--- config.mk ---
export PLATFORM = sky130hd
export DESIGN_NAME = sar_seq_ctrl
export DESIGN_NICKNAME = d
export VERILOG_FILES = /design/src/rtl/sar_pkg.sv /design/src/rtl/sar_prescaler.sv /design/src/rtl/sar_sequencer.sv /design/src/rtl/sar_register.sv /design/src/rtl/sar_seq_ctrl.sv
export SDC_FILE = /design/constraint.sdc
export NUM_CORES = 1
export LEC_CHECK = 0
export BUFFER_PORTS_ARGS = -buffer_cell sky130_fd_sc_hd__buf_2
export CORE_ASPECT_RATIO = 0.8
export CORE_MARGIN = 8
export CORE_UTILIZATION = 53
export CTS_CLUSTER_DIAMETER = 100
export DETAILED_ROUTE_END_ITERATION = 8
export GPL_ROUTABILITY_DRIVEN = 1
export GPL_TIMING_DRIVEN = 0
export PLACE_DENSITY = 0.84
export SETUP_SLACK_MARGIN = 0.2
export SYNTH_ARGS = -nofsm -noshare
export SYNTH_HDL_FRONTEND = slang
export SYNTH_SLANG_ARGS = --single-unit
--- constraint.sdc ---
create_clock -name clk -period 2.14 [get_ports clk]
set_input_delay 0 -clock clk [delete_from_list [all_inputs] [get_ports clk]]
set_output_delay 0 -clock clk [all_outputs]
set_load 0.005 [all_outputs]
--- src/rtl/sar_pkg.sv ---
package sar_pkg;
  // phase of the conversion, decoded from the conversion-clock count
  typedef enum logic [2:0] {
    PH_IDLE   = 3'd0,
    PH_TRACK  = 3'd1,
    PH_SETTLE = 3'd2,
    PH_TRIAL  = 3'd3,
    PH_TAIL   = 3'd4
  } sar_phase_e;
endpackage

--- src/rtl/sar_prescaler.sv ---
module sar_prescaler (
  input  logic clk,
  input  logic rst_n,
  input  logic restart_i,
  input  logic run_i,
  input  logic half_rate_i,
  output logic tick_o
);
  logic phase_q, phase_d;

  always_comb begin
    phase_d = phase_q;
    if (restart_i)  phase_d = 1'b0;
    else if (run_i) phase_d = ~phase_q;
  end

  always_ff @(posedge clk or negedge rst_n) begin
    if (!rst_n) phase_q <= 1'b0;
    else        phase_q <= phase_d;
  end

  assign tick_o = run_i && !restart_i && (!half_rate_i || phase_q);
endmodule

--- src/rtl/sar_sequencer.sv ---
module sar_sequencer #(
  parameter int RES         = 8,
  parameter int CHANNELS    = 8,
  parameter int SAMPLE_CLKS = 6,
  parameter int CONV_CLKS   = 27,
  localparam int CH_W  = $clog2(CHANNELS),
  localparam int CNT_W = $clog2(CONV_CLKS),
  localparam int BIT_W = $clog2(RES)
) (
  input  logic             clk,
  input  logic             rst_n,
  input  logic             start_i,
  input  logic [CH_W-1:0]  chan_i,
  input  logic             half_rate_i,
  input  logic             tick_i,
  output logic             busy_o,
  output logic             done_o,
  output logic             slow_o,
  output logic [CH_W-1:0]  chan_o,
  output logic             hold_o,
  output logic             trial_en_o,
  output logic [BIT_W-1:0] bit_idx_o,
  output logic             finish_o
);
  import sar_pkg::*;

  localparam logic [CNT_W-1:0] TRACK_END_C = CNT_W'(SAMPLE_CLKS);
  localparam logic [CNT_W-1:0] TRIAL_LO_C  = CNT_W'(SAMPLE_CLKS + 1);
  localparam logic [CNT_W-1:0] TRIAL_HI_C  = CNT_W'(SAMPLE_CLKS + RES);
  localparam logic [CNT_W-1:0] LAST_C      = CNT_W'(CONV_CLKS - 1);

  logic [CNT_W-1:0] cnt_q, cnt_d;
  logic             busy_q, busy_d, done_q, done_d, slow_q, slow_d;
  logic [CH_W-1:0]  chan_q, chan_d;
  logic [CNT_W-1:0] offs;
  sar_phase_e       phase;

  always_comb begin
    if (!busy_q)                  phase = PH_IDLE;
    else if (cnt_q < TRACK_END_C) phase = PH_TRACK;
    else if (cnt_q < TRIAL_LO_C)  phase = PH_SETTLE;
    else if (cnt_q <= TRIAL_HI_C) phase = PH_TRIAL;
    else                          phase = PH_TAIL;
  end

  assign finish_o = busy_q && tick_i && (cnt_q == LAST_C) && !start_i;

  always_comb begin
    cnt_d  = cnt_q;
    busy_d = busy_q;
    done_d = done_q;
    chan_d = chan_q;
    slow_d = slow_q;
    if (start_i) begin
      cnt_d  = '0;
      busy_d = 1'b1;
      done_d = 1'b0;
      chan_d = chan_i;
      slow_d = half_rate_i;
    end else if (busy_q && tick_i) begin
      if (finish_o) begin
        cnt_d  = '0;
        busy_d = 1'b0;
        done_d = 1'b1;
      end else begin
        cnt_d = cnt_q + 1'b1;
      end
    end
  end

  always_ff @(posedge clk or negedge rst_n) begin
    if (!rst_n) begin
      cnt_q  <= '0;
      busy_q <= 1'b0;
      done_q <= 1'b0;
      chan_q <= '0;
      slow_q <= 1'b0;
    end else begin
      cnt_q  <= cnt_d;
      busy_q <= busy_d;
      done_q <= done_d;
      chan_q <= chan_d;
      slow_q <= slow_d;
    end
  end

  assign offs       = cnt_q - TRIAL_LO_C;
  assign trial_en_o = (phase == PH_TRIAL);
  assign bit_idx_o  = BIT_W'(RES - 1) - offs[BIT_W-1:0];
  assign hold_o     = (phase == PH_TRACK);
  assign busy_o     = busy_q;
  assign done_o     = done_q;
  assign chan_o     = chan_q;
  assign slow_o     = slow_q;
endmodule

--- src/rtl/sar_register.sv ---
module sar_register #(
  parameter int RES = 8,
  localparam int BIT_W = $clog2(RES)
) (
  input  logic             clk,
  input  logic             rst_n,
  input  logic             clear_i,
  input  logic             trial_en_i,
  input  logic             tick_i,
  input  logic [BIT_W-1:0] bit_idx_i,
  input  logic             cmp_i,
  input  logic             finish_i,
  output logic [RES-1:0]   trial_o,
  output logic [RES-1:0]   result_o
);
  logic [RES-1:0] sar_q, sar_d, res_q, res_d, probe;

  always_comb begin
    probe            = '0;
    probe[bit_idx_i] = 1'b1;
  end

  always_comb begin
    sar_d = sar_q;
    res_d = res_q;
    if (clear_i)                    sar_d = '0;
    else if (trial_en_i && tick_i)  sar_d[bit_idx_i] = cmp_i;
    if (finish_i)                   res_d = sar_q;
  end

  always_ff @(posedge clk or negedge rst_n) begin
    if (!rst_n) begin
      sar_q <= '0;
      res_q <= '0;
    end else begin
      sar_q <= sar_d;
      res_q <= res_d;
    end
  end

  assign trial_o  = trial_en_i ? (sar_q | probe) : sar_q;
  assign result_o = res_q;
endmodule

--- src/rtl/sar_seq_ctrl.sv ---
module sar_seq_ctrl #(
  parameter int RES         = 8,
  parameter int CHANNELS    = 8,
  parameter int SAMPLE_CLKS = 6,
  parameter int CONV_CLKS   = 27,
  localparam int CH_W  = $clog2(CHANNELS),
  localparam int BIT_W = $clog2(RES)
) (
  input  logic            clk,
  input  logic            rst_n,
  input  logic            start_i,
  input  logic [CH_W-1:0] chan_i,
  input  logic            half_rate_i,
  input  logic            cmp_i,
  output logic [CH_W-1:0] mux_sel_o,
  output logic            hold_o,
  output logic [RES-1:0]  dac_o,
  output logic [RES-1:0]  result_o,
  output logic            done_o,
  output logic            busy_o
);
  logic             tick, slow, trial_en, finish, busy;
  logic [BIT_W-1:0] bit_idx;

  sar_prescaler u_pre (
    .clk        (clk),
    .rst_n      (rst_n),
    .restart_i  (start_i),
    .run_i      (busy),
    .half_rate_i(slow),
    .tick_o     (tick)
  );

  sar_sequencer #(
    .RES(RES), .CHANNELS(CHANNELS),
    .SAMPLE_CLKS(SAMPLE_CLKS), .CONV_CLKS(CONV_CLKS)
  ) u_seq (
    .clk        (clk),
    .rst_n      (rst_n),
    .start_i    (start_i),
    .chan_i     (chan_i),
    .half_rate_i(half_rate_i),
    .tick_i     (tick),
    .busy_o     (busy),
    .done_o     (done_o),
    .slow_o     (slow),
    .chan_o     (mux_sel_o),
    .hold_o     (hold_o),
    .trial_en_o (trial_en),
    .bit_idx_o  (bit_idx),
    .finish_o   (finish)
  );

  sar_register #(.RES(RES)) u_sar (
    .clk       (clk),
    .rst_n     (rst_n),
    .clear_i   (start_i),
    .trial_en_i(trial_en),
    .tick_i    (tick),
    .bit_idx_i (bit_idx),
    .cmp_i     (cmp_i),
    .finish_i  (finish),
    .trial_o   (dac_o),
    .result_o  (result_o)
  );

  assign busy_o = busy;
endmodule

==> flow_metrics.py <==
metrics = {
    "outcome": {
        "status": "completed",
    },
    "min_path": {
        "whs_endpoint": "u_seq.cnt_q[0]$_DFFE_PN0P_",
        "min_path_cells": 4,
        "min_from": "start_i",
        "hold_path_class": "in -> reg",
    },
    "floorplanning": {
        "initial_core_util_pct": 53.9,
        "die_height_um": 62.7,
        "placement_rows": 17,
        "ios": 30,
        "die_x_um": 74.4,
        "coreArea_um2": 2680,
        "die_area_um2": 4660,
    },
    "yosys": {
        "synth_cell_types": 32,
        "avgSynthCellArea_um2": 11.2,
        "synth_edf_count": 0,
        "ys_warn_count": 0,
        "yosys_register_bits": 28,
        "ys_seq_area_share_pct": 48.5,
        "async_reset_ff_share_pct": 100,
        "synthCells": 129,
        "syn_area_um2": 1440,
        "synth_fp_nets": 139,
        "synth_ff_type": "dfrtp_1",
    },
    "finish": {
        "syn2layout_area_growth_pct": 30.9,
        "fillers": 219,
        "antennaDiodeCount": 0,
        "fin_area_um2": 1890,
        "final_common_cell": "buf_2",
        "final_nets": 188,
        "layout_common_cells": "30 x buf_2, 25 x dfrtp_1, 12 x nand2_1, 12 x mux2_2, 11 x nand3_1",
        "drive_gt1_share_pct": 41.8,
        "stdcell_count": 215,
    },
    "timing": {
        "slew_violations": 0,
        "worst_hold_slack_ns": 0.0518,
        "hold_viol": 0,
        "slew_headroom_pct": 59.5,
        "rsz0062_at_grt": "yes",
        "fin_setup_tns_ns": 0,
        "period_minus_slack_ns": 1.91,
        "worstMarginPinSlew_ns": 0.608,
        "final-setup-viol-count": 0,
        "finalCritPeriodShare_pct": 89.5,
        "fmax_mhz": 522,
        "skew_ns": 0.00623,
    },
    "routing": {
        "avgViaCountPerCell": 5.69,
        "dr_total_vias": 1224,
        "drt_iter0_drc": 62,
        "drc": 0,
        "routed_wl_um": 3550,
        "wl_per_cell_um": 16.5,
        "dr.pass1.iters": 4,
        "ant_nets": 0,
    },
    "setup_path": {
        "cp_max_fo": 8,
        "worstRegToRegCells": 6,
        "cp.required_ns": 2.14,
        "crit_type": "reg -> out",
        "end_kind": "output port",
        "start_kind": "flop",
        "worstReg2RegStart": "u_seq.cnt_q[0]$_DFFE_PN0P_",
        "r2r-end": "u_sar.result_o[0]$_DFFE_PN0P_",
        "r2r_slack_ns": 0.27,
        "crit_arrival_ns": 1.91,
    },
    "place": {
        "dp_hpwl_um": 2310,
        "dp.cells": 196,
        "placed_area_um2": 1640,
        "place.gp.congestion": 0.858,
        "numPortBuffers": 29,
    },
    "pwr": {
        "ir_worst_vdd_uv": 536,
        "p_clk_share_pct": 32.3,
        "power_leakage_nw": 0.986,
        "power_mw": 1.08,
        "p_switching_mw": 0.280,
        "powerDensity_nw_per_um2": 570,
        "p_comb_share_pct": 15.2,
        "p_int_mw": 0.797,
        "pwr-share-seq_pct": 52.4,
        "switching_share_pct": 26.0,
    },
    "grt": {
        "globalRouteTotalUtil_pct": 14.8,
        "busiest_layer": "met2",
        "grt_pass1_wl_um": 5490,
        "first_global_vias": 1183,
        "grt-ovfl-total": 0,
        "antenna_found_initial": 0,
        "grt_max_degree": 29,
        "grt_util_met1_pct": 19.1,
        "grtUsageMet2_pct": 21.9,
        "use_met3_pct": 5.13,
    },
    "clock_tree": {
        "cts_tree": "done",
        "cts_max_path_buffers": 2,
        "clk_latency_ns": 0.33,
        "cts_max_level": 1,
        "clock_sinks": 28,
        "cts-root-buf": "clkbuf_4",
        "cts_buffers": 3,
        "cts.clk_slew.worst_paths_ns": 0.15,
    },
    "job": {
        "maxCapViolCount": 0,
    },
}
-- power groups by stage --
stage / registers, mW / clock network [mW] / logic [mW]
global route: 0.567 / 0.370 / 0.181
finish: 0.565 / 0.348 / 0.164
floorplan: 0.569 / 0 / 0.0847
detailed placement: 0.573 / 0 / 0.133
global placement: 0.571 / 0 / 0.128
CTS: 0.564 / 0.360 / 0.150
-- worst max path at each step --
stage | from | end | cells after the start
floorplan | u_seq.cnt_q[0]$_DFFE_PN0P_ | u_sar.result_o[0]$_DFFE_PN0P_ | 5
global placement | u_seq.cnt_q[0]$_DFFE_PN0P_ | u_sar.result_o[6]$_DFFE_PN0P_ | 5
detailed placement | u_seq.cnt_q[0]$_DFFE_PN0P_ | u_sar.result_o[4]$_DFFE_PN0P_ | 5
CTS | u_seq.cnt_q[0]$_DFFE_PN0P_ | dac_o[6] | 6
global route | u_seq.cnt_q[1]$_DFFE_PN0P_ | dac_o[5] | 6
finish | u_seq.cnt_q[1]$_DFFE_PN0P_ | dac_o[5] | 6
-- cell type report --
| type | instances | area, µm² | area share (%) |
|---|---|---|---|
| multi-input cells | 93 | 758 | 40.1 |
| flip-flops and latches | 28 | 704 | 37.3 |
| repair buffers | 44 | 278 | 14.7 |
| well taps | 38 | 47.5 | 2.51 |
| plain buffers | 5 | 38.8 | 2.05 |
| clock inverters | 1 | 30.0 | 1.59 |
| clock buffers | 3 | 22.5 | 1.19 |
| inverters | 3 | 11.3 | 0.596 |
-- synthesized netlist by cell type (2+ instances only) --
master	number	area, µm²
a21o_1	3	22.5
a21oi_1	5	25.0
a31o_2	2	17.5
a31oi_1	3	18.8
buf_4	2	15.0
clkbuf_1	3	11.3
dfrtp_1	28	701
ha_1	2	25.0
inv_1	3	11.3
mux2_2	12	135
mux2i_1	6	60.1
nand2_1	14	52.6
nand2b_1	2	12.5
nand3_1	11	55.1
nand4_1	2	12.5
nor2_1	4	15.0
o21ai_0	8	40.0
o21bai_1	4	30.0
xnor2_1	2	17.5
-- state kept, by name, summed over array words and instances (netlist names) --
signal,flops
u_pre.phase_q,1
u_seq.cnt_q,5
u_seq.busy_o,1
u_sar.result_o,8
u_seq.done_o,1
u_seq.slow_o,1
u_sar.sar_q,8
u_seq.chan_o,3
-- worst max-delay path: stages (launching register included) --
cell and delay [ns]:
dfrtp_2 0.51, a21bo_2 0.25, a2111oi_4 0.27, buf_4 0.20
nand2_2 0.06, o21bai_1 0.15, buf_2 0.14
-- cell families (layout without fill, tap and decap cells) --
family          after synthesis  in the layout  share of synthesized area (%)
compound gates               29             29                           14.4
xor+xnor                      3              3                           1.82
fa+ha+maj                     2              2                           1.73
buf+inv                       8             56                           2.60
flops                        28             28                           48.5
mux                          18             18                           13.5
simple gates                 41             41                           17.4
-- stage by stage --
step                      worst slack, ns  util [%]
after floorplan                     0.386         -
after global placement              0.128      61.1
after detailed placement            0.127      61.1
after CTS                           0.143      67.4
after global routing                0.157      70.5
final                               0.225      70.5
-- what timing repair did --
item	4_1_cts	5_1_grt
setup buffers	3	5
cloned	0	1
setup endpoints to repair	20	16
resized for setup	7	14
endpoints found under the hold margin	36	0
hold buffers	6	0
pin swaps	2	6
-- metal layers --
| layer | up-vias | wire length (µm) |
|---|---|---|
| met4 | 0 | 34 |
| met1 | 609 | 1530 |
| met5 | - | 0 |
| met2 | 45 | 1730 |
| met3 | 4 | 254 |
| li1 | 566 | - |
Power figures use the tool's default switching activity.
